`src/rtl/attr_dma_pkg.sv`:
```
package attr_dma_pkg;
  typedef enum logic {
    SEQ_IDLE = 1'b0,
    SEQ_RUN  = 1'b1
  } seq_state_e;
endpackage

```
`src/rtl/attr_dma_rst_sync.sv`:
```
module attr_dma_rst_sync #(
  parameter int unsigned STAGES = 2
) (
  input  logic clk,
  input  logic rst_n,
  output logic rst_n_sync
);
  logic [STAGES-1:0] sync_q;

  always_ff @(posedge clk or negedge rst_n) begin
    if (!rst_n) begin
      sync_q <= '0;
    end else begin
      sync_q <= {sync_q[STAGES-2:0], 1'b1};
    end
  end

  assign rst_n_sync = sync_q[STAGES-1];
endmodule

```
`src/rtl/attr_dma_start.sv`:
```
module attr_dma_start #(
  parameter int unsigned       PAGE_W  = 8,
  parameter logic [PAGE_W-1:0] PAGE_LO = 8'h80,
  parameter logic [PAGE_W-1:0] PAGE_HI = 8'hDF
) (
  input  logic              clk,
  input  logic              rst_n,
  input  logic              cfg_we,
  input  logic [PAGE_W-1:0] cfg_wdata,
  output logic              start,
  output logic [PAGE_W-1:0] page_q
);
  logic              page_ok;
  logic [PAGE_W-1:0] page_d;

  always_comb begin
    page_ok = (cfg_wdata >= PAGE_LO) && (cfg_wdata <= PAGE_HI);
    start   = cfg_we && page_ok;
    page_d  = page_q;
    if (start) begin
      page_d = cfg_wdata;
    end
  end

  always_ff @(posedge clk or negedge rst_n) begin
    if (!rst_n) begin
      page_q <= '0;
    end else begin
      page_q <= page_d;
    end
  end

  // the latched page always lies inside the window after a start
  p_page_window_r2: assert property (@(posedge clk) disable iff (!rst_n)
    start |=> ((page_q >= PAGE_LO) && (page_q <= PAGE_HI)));

  // a rejected write leaves the page untouched
  p_page_kept_r3: assert property (@(posedge clk) disable iff (!rst_n)
    (cfg_we && !start) |=> $stable(page_q));
endmodule

```
`src/rtl/attr_dma_seq.sv`:
```
module attr_dma_seq
  import attr_dma_pkg::*;
#(
  parameter int unsigned COUNT_W = 8,
  parameter int unsigned BEATS   = 160
) (
  input  logic               clk,
  input  logic               rst_n,
  input  logic               start,
  input  logic               mem_ready,
  output logic               active,
  output logic               accept,
  output logic [COUNT_W-1:0] idx
);
  localparam logic [COUNT_W-1:0] LAST = COUNT_W'(BEATS - 1);

  seq_state_e         state_q, state_d;
  logic [COUNT_W-1:0] idx_d;
  logic               idx_en;

  always_comb begin
    active  = (state_q == SEQ_RUN);
    accept  = active && mem_ready && !start;
    state_d = state_q;
    idx_d   = idx;
    idx_en  = 1'b0;
    if (start) begin
      state_d = SEQ_RUN;
      idx_d   = '0;
      idx_en  = 1'b1;
    end else if (accept) begin
      if (idx == LAST) begin
        state_d = SEQ_IDLE;
      end else begin
        idx_d  = idx + 1'b1;
        idx_en = 1'b1;
      end
    end
  end

  always_ff @(posedge clk or negedge rst_n) begin
    if (!rst_n) begin
      state_q <= SEQ_IDLE;
    end else begin
      state_q <= state_d;
    end
  end

  always_ff @(posedge clk or negedge rst_n) begin
    if (!rst_n) begin
      idx <= '0;
    end else if (idx_en) begin
      idx <= idx_d;
    end
  end

  // the offset never runs past the last byte while running
  p_idx_bound_r4: assert property (@(posedge clk) disable iff (!rst_n)
    active |-> (idx <= LAST));

  // a stalled read holds both the offset and the running state
  p_stall_hold_r5: assert property (@(posedge clk) disable iff (!rst_n)
    (active && !mem_ready && !start) |=> (active && $stable(idx)));

  // any start leads to a running copy at offset zero
  p_restart_zero_r7: assert property (@(posedge clk) disable iff (!rst_n)
    start |=> (active && (idx == '0)));
endmodule

```
`src/rtl/attr_dma_wr.sv`:
```
module attr_dma_wr #(
  parameter int unsigned DATA_W = 8,
  parameter int unsigned OFF_W  = 8
) (
  input  logic              clk,
  input  logic              rst_n,
  input  logic              accept,
  input  logic [OFF_W-1:0]  rd_off,
  input  logic [DATA_W-1:0] rd_data,
  output logic              we,
  output logic [OFF_W-1:0]  wr_off,
  output logic [DATA_W-1:0] wr_data
);
  always_ff @(posedge clk or negedge rst_n) begin
    if (!rst_n) begin
      we <= 1'b0;
    end else begin
      we <= accept;
    end
  end

  always_ff @(posedge clk or negedge rst_n) begin
    if (!rst_n) begin
      wr_off  <= '0;
      wr_data <= '0;
    end else if (accept) begin
      wr_off  <= rd_off;
      wr_data <= rd_data;
    end
  end

  // offsets of back-to-back writes ascend by one
  p_wr_ascend_r4: assert property (@(posedge clk) disable iff (!rst_n)
    (we && accept) |=> (wr_off == $past(wr_off) + 1'b1));
endmodule

```
`src/rtl/attr_dma.sv`:
```
module attr_dma #(
  parameter int unsigned       ADDR_W      = 16,
  parameter int unsigned       PAGE_W      = 8,
  parameter int unsigned       DATA_W      = 8,
  parameter int unsigned       ENTRIES     = 40,
  parameter int unsigned       ENTRY_BYTES = 4,
  parameter logic [PAGE_W-1:0] PAGE_LO     = 8'h80,
  parameter logic [PAGE_W-1:0] PAGE_HI     = 8'hDF,
  parameter int unsigned       SYNC_STAGES = 2
) (
  input  logic                    clk,
  input  logic                    rst_n,
  input  logic                    cfg_we,
  input  logic [PAGE_W-1:0]       cfg_wdata,
  output logic                    mem_req,
  output logic [ADDR_W-1:0]       mem_addr,
  input  logic                    mem_ready,
  input  logic [DATA_W-1:0]       mem_rdata,
  output logic                    atr_we,
  output logic [ADDR_W-PAGE_W-1:0] atr_addr,
  output logic [DATA_W-1:0]       atr_wdata,
  output logic                    busy
);
  localparam int unsigned       OFF_W = ADDR_W - PAGE_W;
  localparam int unsigned       BEATS = ENTRIES * ENTRY_BYTES;
  localparam logic [OFF_W-1:0]  LAST  = OFF_W'(BEATS - 1);

  logic              rst_q;
  logic              start;
  logic [PAGE_W-1:0] page_q;
  logic              active;
  logic              accept;
  logic [OFF_W-1:0]  idx;

  attr_dma_rst_sync #(.STAGES(SYNC_STAGES)) u_rst (
    .clk        (clk),
    .rst_n      (rst_n),
    .rst_n_sync (rst_q)
  );

  attr_dma_start #(.PAGE_W(PAGE_W), .PAGE_LO(PAGE_LO), .PAGE_HI(PAGE_HI)) u_start (
    .clk       (clk),
    .rst_n     (rst_q),
    .cfg_we    (cfg_we),
    .cfg_wdata (cfg_wdata),
    .start     (start),
    .page_q    (page_q)
  );

  attr_dma_seq #(.COUNT_W(OFF_W), .BEATS(BEATS)) u_seq (
    .clk       (clk),
    .rst_n     (rst_q),
    .start     (start),
    .mem_ready (mem_ready),
    .active    (active),
    .accept    (accept),
    .idx       (idx)
  );

  attr_dma_wr #(.DATA_W(DATA_W), .OFF_W(OFF_W)) u_wr (
    .clk     (clk),
    .rst_n   (rst_q),
    .accept  (accept),
    .rd_off  (idx),
    .rd_data (mem_rdata),
    .we      (atr_we),
    .wr_off  (atr_addr),
    .wr_data (atr_wdata)
  );

  always_comb begin
    mem_req  = active;
    mem_addr = {page_q, idx};
    busy     = active || atr_we;
  end

  // a valid start raises busy with the read at the page base
  p_busy_next_r2: assert property (@(posedge clk) disable iff (!rst_q)
    start |=> (busy && mem_req && (mem_addr[OFF_W-1:0] == '0)));

  // a rejected write while idle keeps the engine idle
  p_ignore_idle_r3: assert property (@(posedge clk) disable iff (!rst_q)
    (cfg_we && !start && !busy) |=> !busy);

  // every attribute write follows an accepted read
  p_wr_after_ready_r5: assert property (@(posedge clk) disable iff (!rst_q)
    atr_we |-> $past(mem_req && mem_ready));

  // busy falls only right after the last offset is written
  p_busy_fall_r6: assert property (@(posedge clk) disable iff (!rst_q)
    $fell(busy) |-> ($past(atr_we) && ($past(atr_addr) == LAST)));

  // no read request outside busy
  p_req_in_busy_r8: assert property (@(posedge clk) disable iff (!rst_q)
    mem_req |-> busy);
endmodule

```
`config.mk`:
```
export PLATFORM = sky130hd
export DESIGN_NAME = attr_dma
export DESIGN_NICKNAME = d
export VERILOG_FILES = /design/src/rtl/attr_dma_pkg.sv /design/src/rtl/attr_dma_rst_sync.sv /design/src/rtl/attr_dma_start.sv /design/src/rtl/attr_dma_seq.sv /design/src/rtl/attr_dma_wr.sv /design/src/rtl/attr_dma.sv
export SDC_FILE = /design/constraint.sdc
export NUM_CORES = 1
export LEC_CHECK = 0
export BUFFER_PORTS_ARGS = -buffer_cell sky130_fd_sc_hd__buf_2
export CORE_AREA = 2 2 63 65
export CTS_BUF_LIST = sky130_fd_sc_hd__clkbuf_4 sky130_fd_sc_hd__clkbuf_8 sky130_fd_sc_hd__clkbuf_16
export CTS_CLUSTER_SIZE = 14
export DETAILED_ROUTE_END_ITERATION = 8
export DIE_AREA = 0 0 65 67
export PLACE_DENSITY = 0.82
export SYNTH_ARGS = -nofsm -noshare
export SYNTH_HDL_FRONTEND = slang
export SYNTH_SLANG_ARGS = --single-unit
```
`constraint.sdc`:
```
create_clock -name clk -period 1.06 [get_ports clk]
set_input_delay 0.212 -clock clk [delete_from_list [all_inputs] [get_ports clk]]
set_output_delay 0.212 -clock clk [all_outputs]
set_load 0.03 [all_outputs]
```
==> run summary, run 1 <==
status -> complete, but fails checks
failing checks -> setup timing
Die H -> 67 um
GRT Util Overall -> 21.94%
combinational group share of total power -> 41.8%
min Tclk post-route -> 1.417 ns
topmost layer with routed signal wires -> met4
FP Rows -> 22
M1 WL -> 1900 um
worst-path cell chain -> buf_6 > or2_4 > buf_6
worst path bufs/invs -> 2
max capacitance violation total -> 0
CP endpoint kind -> output port
Lkg Pwr -> 1.349 nW
RSZ-0062 raised after global routing -> yes
final hold slack -> 0.1273 ns
CTS tree -> built
Syn. warnings -> 0
count of state elements after synthesis -> 36
WL met3 -> 302 um
hpwl dp -> 2864 um
initial core utilization -> 41.71%
DR WL/cell -> 18.81 um
final hold vios -> 0
# diodes -> 0
synthesized area -> 1504 sq um
Critical-path top delay cell -> dfrtp_2
Worst EP arrival -> 1.21 ns
Sink Count -> 36
Internal -> 3.145 mW
Setup Skew -> 0.01087 ns
average size of a mapped cell -> 13.67 sq um
clock latency on the worst-skew pair -> 0.29 ns
Chip Width -> 65 um
critical path class -> flop to output port
CP required -> 0.85 ns
Final Cycle Share -> 133.7%
crit path launch -> u_seq.active
power per cell area -> 1739 nW/um^2
port bufs -> 54
Placeable Area -> 3606 sq um
vias in the first global route -> 1,420
sequential share of power -> 37.8%
grt total ovfl -> 0
die area -> 4355 sq um
layout cell share with drive strength beyond 1 -> 73.01%
commonest non-fill, non-tap cells in the layout -> buf_6, buf_4, dfrtp_1
Syn Inst Count -> 110
CP max stage delay -> 0.43 ns
final WL -> 5154 um
post-route cell area -> 2736 sq um
CP dominant cell by count -> buf_6
Unique masters post-synth -> 29
highest clock rate -> 705.7 MHz
Clock power frac -> 20.4%
fin nets -> 246
Routed Antenna Nets -> 0
Tightest Hold Check Type -> flop to async pin
io pins -> 55
sequential area share after synthesis -> 59.90%
clock root buffer -> clkbuf_8
clk slew on worst S/H paths -> 0.07 ns
Final setup viols -> 35
detail-routed via count per cell -> 5.380
clk buf depth -> 2
total number of vias -> 1,474
total power -> 4.758 mW
DR iter-0 viols -> 83
met2 routed WL -> 2784 um
post-synth net total -> 131
TritonRoute pass-1 iters -> 4
Sw Ratio -> 33.90%
placed instance area -> 2123 sq um
R2R Path Start -> u_seq.idx[1]
antenna violations before repair -> 0
fin worst setup slack -> -0.3571 ns
H-tree depth -> 2
kind of cell adding the most delay to the critical path -> flip-flops
DRC errors left -> 0
Psw -> 1.613 mW
IR Drop Worst-Case VDD -> 0.0008321 V
Syn-to-layout area delta -> 81.95%
Critical Path Start Type -> flop
Crit Path Max Fanout -> 2
first-pass GRT wire length -> 6906 um
largest net degree at the start of global routing -> 27
CTS Buf Count -> 5
Final Max Slew Viols -> 0
RePlAce Congestion -> 0.8357
## Yosys cell counts
cell type   n  share of area (%)
a21o_1      2                1.0
conb_1      1               0.25
and3_1      1               0.42
or2_2       2               0.83
a21oi_1     4                1.3
nand2_1     6                1.5
a21o_2      1               0.58
o31ai_1     1               0.50
nor3b_1     1               0.50
and3_2      1               0.50
nor2_1      3               0.75
and4_2      1               0.67
or4_1       2                1.0
nand3_1     3                1.0
o21ai_0     5                1.7
dfrtp_1    36                 60
and2_1      2               0.83
a21oi_4     1                1.1
and4bb_4    1                1.1
mux2_2     21                 16
ha_1        1               0.83
a211oi_1    2                1.0
nand4_2     1               0.83
nor3_1      1               0.33
mux2i_1     3                2.0
o22a_1      2                1.2
buf_6       2                1.5
o22ai_1     1               0.42
a31oi_1     2               0.83
## per-layer routing
layer | up-vias | track usage (%)
met5 | - | 0
met4 | 0 | 10.90
li1 | 634 | -
met3 | 18 | 7.095
met1 | 739 | 22.41
met2 | 83 | 40.08
## power by group through the flow
stage | Sequential, mW | Combinational [mW] | Clock, mW
after global routing | 1.82 | 2.07 | 1.07
after detailed placement | 1.77 | 1.36 | 0
after global placement | 1.74 | 1.30 | 0
final | 1.80 | 1.99 | 0.969
after floorplan | 2.24 | 0.354 | 0
after CTS | 1.76 | 1.67 | 0.984
## cell families after synthesis
| family | after synthesis | synth area share (%) |
|---|---|---|
| flops | 36 | 59.90 |
| compound gates | 21 | 9.568 |
| simple gates | 25 | 10.23 |
| buf+inv | 2 | 1.497 |
| other cells | 1 | 0.2493 |
| fa+ha+maj | 1 | 0.8318 |
| mux | 24 | 17.72 |
## registers in the layout, indices dropped and copies added (netlist names)
register and flops:
u_wr.wr_off 8, u_seq.idx 8, u_rst.sync_q 2, u_start.page_q 8
u_seq.active 1, u_wr.we 1, u_wr.wr_data 8
## path summary, 6_finish.rpt
path	end	slack, ns	cells after the start
setup reg to reg	u_seq.idx[5]	-0.35	4
setup / recovery	busy	-0.36	3
min in group clk	u_wr.wr_data[5]	0.16	2
hold reg to reg	u_wr.wr_data[6]	0.13	0
max in group asynchronous	u_seq.idx[6]	0.51	1
hold / removal	u_wr.wr_data[6]	0.13	0
## metrics by stage
step	util (%)	TNS (ns)	cells	worst slack (ns)
floorplan	-	-7.407	110	-0.4062
global placement	58.88	-5.893	238	-0.2827
detailed placement	58.88	-7.003	238	-0.3350
CTS	68.91	-7.772	259	-0.3452
global route	75.88	-10.01	274	-0.3940
finish	75.88	-8.891	274	-0.3571
## cell type report
type	count	area [sq um]
Tap cell	48	60.06
Timing Repair Buffer	110	970.9
Fill cell	213	869.6
Clock inverter	1	5.005
Multi-Input combinational cell	72	705.7
Sequential cell	36	910.9
Clock buffer	7	83.83
## repair_timing
action | in CTS | in global routing
hold buffers | 1 | 0
cloned | 0 | 0
pin swaps | 3 | 2
setup endpoints to repair | 44 | 60
resized for setup | 51 | 58
hold endpoints to repair | 2 | 0
setup buffers | 12 | 15
Note: power is estimated with default switching activity, not from simulation.
==> run 2, diff against run 1 <==
Settings changed: ABC_AREA from default to 1, CORE_AREA 2 2 63 65 to 2 2 64 66, DIE_AREA 0 0 65 67 to 0 0 66 68, PLACE_DENSITY 0.82 to 0.83, SETUP_SLACK_MARGIN from default to 0.5.
==> run 2 against run 1 <==
  * The run still ends with setup timing left
  * Combinational power is 13% higher
  * Final cell count rose by 27%
  * Count of clock-buffer cells in the layout unchanged
  * Largest power group unchanged
==> run summary, run 2 <==
hold path start -> cfg_wdata[1]
DR WL/cell -> 15.83 um (was 18.81 um)
initial core utilization -> 41.60% (was 41.71%)
worst path bufs/invs -> 2 (unchanged)
vias in the first global route -> 1,600 (was 1,420)
max capacitance violation total -> 0 (unchanged)
io pins -> 55 (unchanged)
Critical Path Start Type -> flop (unchanged)
Syn Inst Count -> 176 (was 110)
fin nets -> 317 (was 246)
CP required -> 1.26 ns (was 0.85 ns)
TritonRoute pass-1 iters -> 4 (unchanged)
RePlAce Congestion -> 1.001 (was 0.8357)
CTS Buf Count -> 5 (unchanged)
clock latency on the worst-skew pair -> 0.29 ns (about the same)
failing checks -> setup timing (unchanged)
post-route cell area -> 3080 sq um (was 2736 sq um)
Setup Skew -> 0.01090 ns (was 0.01087 ns)
Final Max Slew Viols -> 0 (unchanged)
CTS tree -> built (unchanged)
final hold slack -> 0.1035 ns (was 0.1273 ns)
GRT Util Overall -> 23.37% (was 21.94%)
FP Rows -> 23 (was 22)
worst-path cell chain -> ha_4 > nand2_4 > buf_6 > buf_6 > o21bai_1 > nand3_1 > o21ai_1 (was buf_6 > or2_4 > buf_6)
placed instance area -> 2160 sq um (was 2123 sq um)
most numerous cell in the Yosys netlist -> nand2_1 (was dfrtp_1)
commonest non-fill, non-tap cells in the layout -> buf_6, nand2_1, dfrtp_2 (was buf_6, buf_4, dfrtp_1)
clock root buffer -> clkbuf_8 (unchanged)
min Tclk post-route -> 1.341 ns (was 1.417 ns)
clk slew on worst S/H paths -> 0.07 ns (about the same)
Final Cycle Share -> 126.5% (was 133.7%)
Unique masters post-synth -> 25 (was 29)
largest net degree at the start of global routing -> 18 (was 27)
Chip Width -> 66 um (was 65 um)
Final setup viols -> 50 (was 35)
Crit Path Max Fanout -> 2 (unchanged)
Layout fillers -> 215 (was 213)
power per cell area -> 1661 nW/um^2 (was 1739 nW/um^2)
post-synth net total -> 197 (was 131)
top cells by count, synth -> nand2_1, dfrtp_1, nand3_1 (was dfrtp_1, mux2_2, nand2_1)
CP max stage delay -> 0.41 ns (was 0.43 ns)
Placeable Area -> 3856 sq um (was 3606 sq um)
Syn-to-layout area delta -> 92.04% (was 81.95%)
Final Util -> 79.88% (was 75.88%)
Worst EP arrival -> 1.55 ns (was 1.21 ns)
status -> complete, but fails checks (unchanged)
Routed Antenna Nets -> 0 (unchanged)
count of state elements after synthesis -> 36 (unchanged)
Syn. warnings -> 0 (unchanged)
IR Drop Worst-Case VDD -> 0.001384 V (was 0.0008321 V)
commonest non-fill, non-tap cell in the layout -> buf_6
total number of vias -> 1,690 (was 1,474)
Lkg Pwr -> 1.528 nW (was 1.349 nW)
setup_tns -> -5.168 ns (was -8.891 ns)
area fraction of the dominant cell type after synthesis -> 56.16% (was 59.90%)
CP dominant cell by count -> buf_6 (unchanged)
CP endpoint kind -> flop (was output port)
fin worst setup slack -> -0.2811 ns (was -0.3571 ns)
RSZ-0062 raised after global routing -> yes (unchanged)
critical path class -> flop to flop (was flop to output port)
die area -> 4488 sq um (was 4355 sq um)
antenna violations before repair -> 0 (unchanged)
final hold vios -> 0 (unchanged)
sequential area share after synthesis -> 56.16% (was 59.90%)
grt total ovfl -> 0 (unchanged)
kind of cell adding the most delay to the critical path -> flip-flops (unchanged)
highest clock rate -> 745.7 MHz (was 705.7 MHz)
Die H -> 68 um (was 67 um)
port bufs -> 54 (unchanged)
synthesized area -> 1604 sq um (was 1504 sq um)
ys flop type -> dfrtp_1 (unchanged)
final WL -> 5493 um (was 5154 um)
DR iter-0 viols -> 105 (was 83)
Area contributors post-synth -> dfrtp_1, nand2_1, o21ai_2, nand2_2, nand3_1 (was dfrtp_1, mux2_2, mux2i_1, o21ai_0, buf_6)
detail-routed via count per cell -> 4.870 (was 5.380)
R2R Path Start -> u_seq.idx[1] (unchanged)
DRC errors left -> 0 (unchanged)
hpwl dp -> 2641 um (was 2864 um)
# diodes -> 0 (unchanged)
H-tree depth -> 2 (unchanged)
first-pass GRT wire length -> 7479 um (was 6906 um)
Tightest Hold Check Type -> input port to flop (was flop to async pin)
Critical-path top delay cell -> dfrtp_2 (unchanged)
Yosys top cell by area -> dfrtp_1 (unchanged)
layout cell share with drive strength beyond 1 -> 72.73% (was 73.01%)
Post-synth EDFFs -> 0 (unchanged)
average size of a mapped cell -> 9.114 sq um (was 13.67 sq um)
Sink Count -> 36 (unchanged)
Synth async-reset ratio -> 100.0% (unchanged)
total power -> 5.116 mW (was 4.758 mW)
crit path launch -> u_seq.idx[1] (was u_seq.active)
clk buf depth -> 2 (unchanged)
run 2: worst paths after layout:
| path | endpoint | slack [ns] | cells after the start |
|---|---|---|---|
| min reg2reg | u_wr.wr_off[1] | 0.26 | 1 |
| max | u_seq.idx[4] | -0.28 | 7 |
| min | u_start.page_q[1] | 0.10 | 3 |
| max reg2reg | u_seq.idx[4] | -0.28 | 7 |
| max in group asynchronous | u_start.page_q[0] | 0.63 | 1 |
| min in group asynchronous | u_rst.sync_q[1] | 0.25 | 2 |
run 2: where the power goes:
part	total (mW)	internal (mW)	switching (mW)
clock network	1.06	0.554	0.504
registers	1.81	1.61	0.202
logic	2.25	1.11	1.13
run 2: what timing repair did:
action / 4_1_cts / 5_1_grt
hold buffers: 1 / 0
endpoints found under the setup margin: 103 / 69
endpoints found under the hold margin: 2 / 0
gates resized for setup: 103 / 41
setup buffers: 24 / 14
cloned: 2 / 1
pin swaps: 24 / 11
run 2: logic make-up after synthesis:
group | synth area share (%)
AOI/OAI and AO/OA | 5.928
xor gates and xnor gates | 1.092
adders and majority gates | 0.7799
buffers and inverters | 4.836
DFF | 56.16
other | 0.2338
and+or+nand+nor | 30.97
run 2: metal layers:
metal | vias to the layer above | part of all wire, % | track usage (%) | wire length, um
met2 | 66 | 53 | 41.54 | 2933
met4 | 0 | 3.2 | 11.48 | 175
li1 | 787 | - | - | -
met1 | 823 | 39 | 26.79 | 2135
met3 | 14 | 4.5 | 5.099 | 249
met5 | - | 0 | 0 | 0
run 2: final cells by class:
type	instances	area [sq um]	area share, %
flip-flops and latches	36	945.9	30.71
clock inverters	1	7.507	0.2437
repair buffers	114	1082	35.13
multi-input cells	127	815.8	26.48
inverters	10	56.30	1.828
well taps	50	62.56	2.031
clock buffers	7	90.09	2.924
repair inverters	2	20.02	0.6499
run 2: worst reg2reg max path: cells and delay by family, from the launching register on:
family                     cells  cell delay, ns
AOI/OAI and AO/OA              2            0.29
adders and majority gates      1            0.16
and+or+nand+nor                2            0.17
buffers and inverters          2            0.21
DFF                            1            0.41
run 2: stage by stage:
step	cells	setup slack, ns
after floorplan	176	-0.2169
after global placement	297	-0.08525
after detailed placement	297	-0.1302
after CTS	332	-0.2359
after global routing	347	-0.3139
final	347	-0.2811
